## config.mk

```make
export PLATFORM = sky130hd
export DESIGN_NAME = range_tlb
export DESIGN_NICKNAME = d
export VERILOG_FILES = /design/src/rtl/tlb_pkg.sv /design/src/rtl/tlb_range_match.sv /design/src/rtl/tlb_pick.sv /design/src/rtl/tlb_recency.sv /design/src/rtl/range_tlb.sv
export SDC_FILE = /design/constraint.sdc
export NUM_CORES = 2
export LEC_CHECK = 0
export ABC_AREA = 1
export BUFFER_PORTS_ARGS = -buffer_cell sky130_fd_sc_hd__buf_4
export CAP_MARGIN = 20
export CORE_ASPECT_RATIO = 1.4
export CORE_MARGIN = 3
export CORE_UTILIZATION = 41
export CTS_CLUSTER_DIAMETER = 60
export DETAILED_ROUTE_END_ITERATION = 8
export HOLD_SLACK_MARGIN = 0.15
export PLACE_DENSITY = 0.63
export SLEW_MARGIN = 20
export SYNTH_ARGS = -nofsm -noshare
export SYNTH_HDL_FRONTEND = slang
export SYNTH_SLANG_ARGS = --single-unit
export TNS_END_PERCENT = 100
```

## constraint.sdc

```tcl
create_clock -name clk -period 13.25 [get_ports clk]
set_clock_uncertainty 0.15 [all_clocks]
set_input_delay 1.9875 -clock clk [delete_from_list [all_inputs] [get_ports clk]]
set_output_delay 1.9875 -clock clk [all_outputs]
set_load 0.1 [all_outputs]
```

## src/rtl/tlb_pkg.sv

```systemverilog
package tlb_pkg;
  parameter int TLB_VA_W = 32;
  parameter int TLB_PA_W = 32;

  typedef struct packed {
    logic [TLB_VA_W-1:0] vbase;
    logic [TLB_VA_W-1:0] size;
    logic [TLB_PA_W-1:0] pbase;
  } tlb_entry_t;
endpackage

```

## src/rtl/tlb_range_match.sv

```systemverilog
module tlb_range_match
  import tlb_pkg::*;
(
  input  tlb_entry_t           ent,
  input  logic                 ent_valid,
  input  logic [TLB_VA_W-1:0]  va,
  output logic                 hit
);
  logic [TLB_VA_W:0] end_excl;
  logic              above_base;
  logic              below_end;

  always_comb begin
    end_excl   = {1'b0, ent.vbase} + {1'b0, ent.size};
    above_base = (ent.vbase <= va);
    below_end  = (end_excl > {1'b0, va});
    hit        = ent_valid & above_base & below_end;
  end
endmodule

```

## src/rtl/tlb_pick.sv

```systemverilog
module tlb_pick #(
  parameter int N  = 8,
  parameter int RW = 4
) (
  input  logic [N-1:0]         match_vec,
  input  logic [N-1:0][RW-1:0] rank,
  output logic [N-1:0]         sel,
  output logic                 any
);
  always_comb begin
    for (int i = 0; i < N; i++) begin
      sel[i] = match_vec[i];
      for (int j = 0; j < N; j++) begin
        if (j != i && match_vec[j] && (rank[j] < rank[i])) sel[i] = 1'b0;
      end
    end
    any = |match_vec;
  end
endmodule

```

## src/rtl/tlb_recency.sv

```systemverilog
module tlb_recency #(
  parameter int N  = 8,
  parameter int RW = 4
) (
  input  logic [N-1:0]         valid_q,
  input  logic [N-1:0][RW-1:0] rank_q,
  input  logic                 promote,
  input  logic [N-1:0]         promote_sel,
  input  logic                 ins_en,
  output logic [N-1:0][RW-1:0] rank_d,
  output logic [N-1:0]         ins_slot
);
  localparam logic [RW-1:0] TAIL_RANK = RW'(N - 1);
  localparam logic [RW-1:0] PAST_END  = RW'(N);

  logic [N-1:0][RW-1:0] rank_mid;
  logic [RW-1:0]        promo_rank;
  logic [RW-1:0]        ins_rank;
  logic                 full;
  logic [N-1:0]         free_pick;
  logic [N-1:0]         tail_pick;
  logic                 seen_free;

  // step 1: lookup promotion
  always_comb begin
    promo_rank = '0;
    for (int i = 0; i < N; i++) begin
      if (promote_sel[i]) promo_rank = promo_rank | rank_q[i];
    end
    for (int i = 0; i < N; i++) begin
      rank_mid[i] = rank_q[i];
      if (promote && valid_q[i]) begin
        if (promote_sel[i])              rank_mid[i] = '0;
        else if (rank_q[i] < promo_rank) rank_mid[i] = rank_q[i] + 1'b1;
      end
    end
  end

  // step 2: choose the slot an insert will write
  always_comb begin
    full      = &valid_q;
    seen_free = 1'b0;
    for (int i = 0; i < N; i++) begin
      free_pick[i] = ~valid_q[i] & ~seen_free;
      if (~valid_q[i]) seen_free = 1'b1;
      tail_pick[i] = valid_q[i] && (rank_mid[i] == TAIL_RANK);
    end
    ins_slot = full ? tail_pick : free_pick;
    ins_rank = full ? TAIL_RANK : PAST_END;
  end

  // step 3: insert at the most recent position
  always_comb begin
    for (int i = 0; i < N; i++) begin
      rank_d[i] = rank_mid[i];
      if (ins_en) begin
        if (ins_slot[i])                                 rank_d[i] = '0;
        else if (valid_q[i] && (rank_mid[i] < ins_rank)) rank_d[i] = rank_mid[i] + 1'b1;
      end
    end
  end
endmodule

```

## src/rtl/range_tlb.sv

```systemverilog
module range_tlb
  import tlb_pkg::*;
#(
  parameter int NUM_ENTRIES = 8,
  parameter int OFFSET_BITS = 12
) (
  input  logic                clk,
  input  logic                rst_n,
  input  logic                ins_valid,
  input  logic [TLB_VA_W-1:0] ins_vpn,
  input  logic [TLB_VA_W-1:0] ins_size,
  input  logic [TLB_PA_W-1:0] ins_pbase,
  input  logic                lk_valid,
  input  logic [TLB_VA_W-1:0] lk_va,
  input  logic                lk_update,
  output logic                resp_valid,
  output logic                resp_hit,
  output logic [TLB_VA_W-1:0] resp_vbase,
  output logic [TLB_VA_W-1:0] resp_size,
  output logic [TLB_PA_W-1:0] resp_pbase,
  output logic [TLB_PA_W-1:0] resp_pa
);
  localparam int RW = $clog2(NUM_ENTRIES) + 1;

  tlb_entry_t                      ent_q [NUM_ENTRIES];
  logic [NUM_ENTRIES-1:0]          valid_q, valid_d;
  logic [NUM_ENTRIES-1:0][RW-1:0]  rank_q, rank_d;
  logic [NUM_ENTRIES-1:0]          match_vec, pick_vec, ins_slot;
  logic                            any_hit;
  tlb_entry_t                      hit_ent;
  logic [TLB_PA_W-1:0]             pa_d;
  logic                            resp_valid_d, resp_hit_d, resp_data_en;

  for (genvar g = 0; g < NUM_ENTRIES; g++) begin : g_match
    tlb_range_match u_match (
      .ent       (ent_q[g]),
      .ent_valid (valid_q[g]),
      .va        (lk_va),
      .hit       (match_vec[g])
    );
  end

  tlb_pick #(.N(NUM_ENTRIES), .RW(RW)) u_pick (
    .match_vec (match_vec),
    .rank      (rank_q),
    .sel       (pick_vec),
    .any       (any_hit)
  );

  tlb_recency #(.N(NUM_ENTRIES), .RW(RW)) u_recency (
    .valid_q     (valid_q),
    .rank_q      (rank_q),
    .promote     (lk_valid & lk_update & any_hit),
    .promote_sel (pick_vec),
    .ins_en      (ins_valid),
    .rank_d      (rank_d),
    .ins_slot    (ins_slot)
  );

  // next-state
  always_comb begin
    hit_ent = '0;
    for (int i = 0; i < NUM_ENTRIES; i++) begin
      if (pick_vec[i]) hit_ent = tlb_entry_t'(hit_ent | ent_q[i]);
    end
    pa_d         = hit_ent.pbase | TLB_PA_W'(lk_va[OFFSET_BITS-1:0]);
    resp_valid_d = lk_valid;
    resp_hit_d   = lk_valid & any_hit;
    resp_data_en = lk_valid & any_hit;
    valid_d      = ins_valid ? (valid_q | ins_slot) : valid_q;
  end

  // control registers
  always_ff @(posedge clk or negedge rst_n) begin
    if (!rst_n) begin
      valid_q    <= '0;
      rank_q     <= '0;
      resp_valid <= 1'b0;
      resp_hit   <= 1'b0;
    end else begin
      valid_q    <= valid_d;
      rank_q     <= rank_d;
      resp_valid <= resp_valid_d;
      resp_hit   <= resp_hit_d;
    end
  end

  // region storage, written only by inserts
  always_ff @(posedge clk) begin
    for (int i = 0; i < NUM_ENTRIES; i++) begin
      if (ins_valid && ins_slot[i]) begin
        ent_q[i].vbase <= ins_vpn;
        ent_q[i].size  <= ins_size;
        ent_q[i].pbase <= ins_pbase;
      end
    end
  end

  // response data
  always_ff @(posedge clk) begin
    if (resp_data_en) begin
      resp_vbase <= hit_ent.vbase;
      resp_size  <= hit_ent.size;
      resp_pbase <= hit_ent.pbase;
      resp_pa    <= pa_d;
    end
  end
endmodule

```

[Word-level counts from Yosys, hierarchy flattened]
Memories as Yosys holds them, arrays and structs flattened.
Index checks and enable logic that the tools add are counted.
Word-level totals
  memories: 1
  word-level logic and storage cells: 427
  bits in registers: 170
  bits in writable memories: 768
Operators by class
  reduce and logical (&&, ||, !) cells: 90
  bitwise logic cells: 56
  order comparisons: 88
  multiplexer cells: 145
  equality and inequality tests: 8
  add/subtract/negate cells: 24
Memory list
  ent_q: depth 8, bits a word 96, rd ports 8, clocked after Yosys merged registers in 0, wr ports 8, RTL line range_tlb.sv:25  | tlb_entry_t ent_q [NUM_ENTRIES];
Operator list (count)
  $mux 96: 8
  $or 96x96->96: 7
  $lt 4x4->1: 72
  $add 32x32->33: 8
  $gt 33x32->1: 8
  $le 32x32->1: 8
  $mux 4: 57
  $logic_and 1x1->1: 88
  $mux 1: 79
  $add 4x1->4 const B: 16
  $eq 4x3->1 const B: 8
  $or 32x12->32: 1
  $or 4x4->4: 7
  $and 1x1->1: 26
  $not 1->1: 14
  $mux 8: 1
  $or 8x8->8: 1
  $reduce_and 8->1: 1
  $reduce_or 8->1: 1

[Logic depth before layout (Yosys ltp)]
An unclocked memory read counts as a cell.
  depth in word-level cells: 37
  mapped depth: 66

[By module]
A second synthesis with hierarchy kept.
Unflattened totals
  cells, all modules: 8477
  area, all modules: 69546.7 µm²
Modules (own cells, without submodules)
  range_tlb: times used 1, cells an instance 2449, area each 33654.8 µm²
  tlb_range_match (g_match[2].u_match ...): times used 5, cells an instance 587, area each 3606.0 µm²
  tlb_range_match (g_match[0].u_match ...): times used 2, cells an instance 592, area each 3631.0 µm²
  tlb_recency: times used 1, cells an instance 730, area each 3721.1 µm²
  tlb_range_match (g_match[7].u_match): times used 1, cells an instance 592, area each 3557.2 µm²
  tlb_pick: times used 1, cells an instance 587, area each 3321.9 µm²

[Worst setup path after synthesis]
OpenSTA, ideal clock, no wires.
  kind: flip-flop to flip-flop
  start: memory ent_q[1][66] in the netlist's numbering
  end: register rank_q[27] in the netlist's numbering
  arrival: 14.325 ns
  cell stages (with the launch flop): 53
  path buffers: 1
  path slack: -1.352 ns
  cells stage by stage: edfxtp_1 > ha_1 > a21oi_1 > inv_1 > a31oi_1 > o21ai_0 > a21oi_1 > o21ai_0 > a21o_1 > a21oi_1 > o21ai_0 > nand3_1 > nand2_1 > nand3_1 > nand2_1 > nand3_1 > nand2_1 > nand3_1 > [... 17 more ...] > nand2_1 > nor3b_2 > a21boi_2 > and2_4 > buf_8 > nand2_2 > nor3b_4 > nand2_1 > nand2_1 > o211ai_1 > inv_1 > ha_1 > nand2_1 > nor2_1 > nand2_1 > a21oi_1 > o21bai_2 > nor2_1
RTL lines
  from (decl): RTL line range_tlb.sv:25
  to (signal assigned): RTL line range_tlb.sv:82  | rank_q <= rank_d;
  to (decl): RTL line range_tlb.sv:27  | logic [NUM_ENTRIES-1:0][RW-1:0] rank_q, rank_d;

==> impl_results.md <==
* Status: completed
* Gr ovfl total at 0
* Setup_tns at 0 ns
* Die width at 335 um
* Worst Hold End: resp_pbase[25]$_DFFE_PP_
* Max Transition Viols Final at 0
* R2r setup slk at 1.84 ns
* Period utilization at 86.1%
* Slowest CP cell: nor4_1
* Initial antenna violation count at 11
* Synth top area cells: edfxtp_1 42%, ha_1 19%, nand2_1 6.6%
* Iteration-0 DRC Markers at 3,632
* Switch Pwr at 9790 uW
* CP peak stage delay at 0.92 ns
* Synth async-reset ratio at 4.58%
* CP required at 13.47 ns
* Largest net degree at the start of global routing at 110
* Actual slew at the worst max-slew pin at 1.15 ns
* Crit-path max FO at 57
* Relative slew slack at 23.4%
* First-pass DRT Iterations at 5
* Power share of the combinational group at 60.6%
* Setup slack after layout at 1.84 ns
* Register area share after synthesis at 44.1%
* Clock sink total at 918
* Fmax at 87.6 MHz
* Hpwl dp at 163 mm
* Inst Count DP at 8,632
* Max-Cap Viols at 0
* Fin. Hold Viols at 0
* Cell area after synthesis at 62,000 um^2
* Simple-Gate Fraction of Synth Area at 12.9%
* Final Net Count at 7,860
* Die Y at 466 um
* Mux share of post-synthesis cell area at 0%
* Hold Crit Class: reg -> reg
* RR Startpoint: ent_q[1][354]$_DFFE_PP_
* Routed vias/inst at 5.55
* CTS buffer count at 96
* Pleak at 0.0310 uW
* Initial core utilization at 41.4%
* Adder-Cell Fraction of Synth Area at 19.3%
* # resized after CTS at 0
* Area growth syn-to-layout at 12.6%
* Vias in the first global route at 48,400
* Worst vdd rail ir drop at 0.300 mV
* Syn_nets at 7,557
* GRT Overall Usage at 26.1%
* Critical path buffers and inverters at 7
* Layout cells sized above 1 at 8.34%
* Clock power share at 14.7%
* Placer Congestion at 0.969
* Top cell type's share of synthesized area at 42.4%
* Post-synthesis compound-gate area fraction at 14.5%
* Mean post-synth cell area at 9.58 um^2
* Xor/xnor share of the synthesized area at 3.38%
* PD cells at 273 nW/um^2
* Post-synth cell types at 66
* Die Area at 156,000 um^2
* Total setup buffers inserted after CTS at 0
* Number of enable flip-flop cells after synthesis at 876
* # rows at 168
* Worst R2R End: ent_q[0][239]$_DFFE_PP_
* Finish-stage setup viols at 0
* RSZ-0062 raised after global routing: no
* Min Tclk post-route at 11.41 ns
* Core ar. at 150,000 um^2
* First-pass GRT wire length at 305 mm
* Clock slew at reported path FFs at 0.06 ns
* Net Sw Frac at 51.4%
* Post-DRT Antenna Nets at 0
* Hold path startpoint: ent_q[1][217]$_DFFE_PP_
* R2r worst-path depth at 54
* Dominant synthesized flop cell: edfxtp_1
* Synthesized instance count at 6,472
* Port-buffer cells at 262
* Power Internal at 9240 uW
* Non-filler instance count after layout at 8,823
* Total Wirelength at 209 mm
* Kind of critical path: reg -> reg
* Routed via count at 49,000
* Crit path DAT at 11.63 ns
* Largest family of logic cells by synthesized area: adder cells
* Hold path depth at 2
* Longest Clk Path Bufs at 3
* DR WL/cell at 23.6 um
* Startpoint Class: flop
* IO Pins at 263
* DP Worst Slack at 1.89 ns
* Clock latency at the later pin of the worst-skew pair at 0.74 ns
* Synth Register Bits at 918
* Post-CTS Hold Fix Bufs at 0
* DR DRC count at 0
* Clock H-tree levels at 3
* CP endpoint kind: flop
* Power share of the sequential group at 24.7%
* CTS tree: built
* Crit-path most repeated cell: nand2_1
* Crit path max-delay family: simple AND/OR/NAND/NOR gates
* Area leader, netlist: edfxtp_1
* Ys Warns at 0
* Root buffer cell: clkbuf_16
## layout make-up
class                           instances  area, um^2
Fill cell                           14100       80100
Multi-Input combinational cell       4621       31200
Sequential cell                       918       27400
Inverter                              819        3090
Clock buffer                          117        2500
Timing Repair Buffer                  319        2460
Tap cell                             1955        2450
Clock inverter                         61         707
Antenna cell                           13        32.5
## routing by layer
metal | global-route usage (%) | vias up | routed length (um)
li1 | - | 23700 | -
met1 | 30.5 | 23300 | 80800
met2 | 44.9 | 1524 | 101000
met3 | 2.66 | 442 | 10000
met4 | 18.9 | 2 | 17100
met5 | 0 | - | 17
## per-stage QoR
step / total power, uW / instance area, um^2 / hold WS (ns) / util [%]
2_1_floorplan: 12600 / 62000 / 0.355 / -
3_3_place_gp: 16000 / 66500 / 0.383 / 44.4
3_5_place_dp: 16200 / 66600 / 0.392 / 44.4
4_1_cts: 19100 / 69800 / 0.411 / 46.6
5_1_grt: 20400 / 69800 / 0.437 / 46.6
6_report: 19000 / 69800 / 0.409 / 46.6
## cell families (layout without fill, tap and decap cells)
logic type / after synthesis / count (layout)
compound gates: 1562 / 1562
xor+xnor: 239 / 239
fa+ha+maj: 952 / 952
buf+inv: 933 / 1316
flops: 918 / 918
other cells: 0 / 13
simple gates: 1868 / 1868
## registers in the layout (all words and copies together), names as in the netlist
register / cells
resp_vbase: 32
valid_q: 8
rank_q: 32
resp_pa: 12
resp_size: 32
resp_pbase: 32
resp_hit: 1
resp_valid: 1
ent_q: 768
## worst max-delay path by stage
stage / start / to / slack [ns] / cells past startpoint
global placement: lk_va[31] / ent_q[0][144]$_DFFE_PP_ / 1.39 / 29
global route: ent_q[1][354]$_DFFE_PP_ / ent_q[0][269]$_DFFE_PP_ / 1.13 / 54
detailed placement: ent_q[1][354]$_DFFE_PP_ / ent_q[0][237]$_DFFE_PP_ / 1.89 / 54
finish: ent_q[1][354]$_DFFE_PP_ / ent_q[0][239]$_DFFE_PP_ / 1.84 / 54
floorplan: ent_q[1][66]$_DFFE_PP_ / rank_q[27]$_DFF_PN0_ / 0.75 / 52
CTS: ent_q[1][354]$_DFFE_PP_ / ent_q[0][239]$_DFFE_PP_ / 1.82 / 54
## cell usage in the layout (no fill, tap or decap), types with 9 or more instances in the layout
| cell type | instances |
|---|---|
| nand2_1 | 1092 |
| ha_1 | 944 |
| edfxtp_1 | 876 |
| inv_1 | 799 |
| a21oi_1 | 753 |
| o21ai_0 | 430 |
| nor2_1 | 317 |
| buf_4 | 313 |
| nand3_1 | 213 |
| xor2_1 | 171 |
| clkbuf_16 | 97 |
| nand4_1 | 95 |
| a32o_1 | 84 |
| xnor2_1 | 68 |
| a31oi_1 | 53 |
| a221oi_1 | 48 |
| nor3_1 | 45 |
| dfrtp_1 | 42 |
| o21bai_1 | 41 |
| o22ai_1 | 24 |
| nand2_2 | 22 |
| clkinv_1 | 20 |
| clkbuf_1 | 20 |
| a21o_1 | 18 |
| a211oi_1 | 16 |
| o211ai_1 | 16 |
| o21ai_1 | 15 |
| o21a_1 | 14 |
| diode_2 | 13 |
| inv_2 | 13 |
| clkinv_2 | 11 |
| bufinv_16 | 11 |
| nor4_1 | 9 |
| o31ai_1 | 9 |
## synth_stat cells (8+ instances only)
| cell | number |
|---|---|
| a2111oi_0 | 8 |
| a211oi_1 | 16 |
| a21o_1 | 18 |
| a21oi_1 | 755 |
| a21oi_2 | 8 |
| a221oi_1 | 48 |
| a31oi_1 | 53 |
| a32o_1 | 84 |
| buf_1 | 24 |
| buf_4 | 20 |
| clkbuf_1 | 65 |
| dfrtp_1 | 42 |
| edfxtp_1 | 876 |
| fa_1 | 8 |
| ha_1 | 944 |
| inv_1 | 803 |
| inv_2 | 15 |
| nand2_1 | 1094 |
| nand2_2 | 23 |
| nand3_1 | 216 |
| nand3b_1 | 8 |
| nand4_1 | 95 |
| nor2_1 | 317 |
| nor3_1 | 47 |
| nor4_1 | 14 |
| o211ai_1 | 16 |
| o21a_1 | 14 |
| o21ai_0 | 430 |
| o21ai_1 | 15 |
| o21bai_1 | 41 |
| o22ai_1 | 24 |
| o31ai_1 | 9 |
| or2_2 | 8 |
| xnor2_1 | 68 |
| xor2_1 | 171 |
## worst min-delay path, delay by kind of cell, from the launching register on
kind,cells,cell delay [ns]
AOI/OAI and AO/OA,2,0.13
DFF,1,0.32
## power by group through the flow
stage	sequential (uW)	clock (uW)	combinational, uW
global placement	4740	0	11300
CTS	4700	2850	11500
finish	4710	2800	11500
detailed placement	4760	0	11500
floorplan	5870	0	6730
global route	4770	2950	12700
No activity file was read; power rests on OpenSTA's default activity.
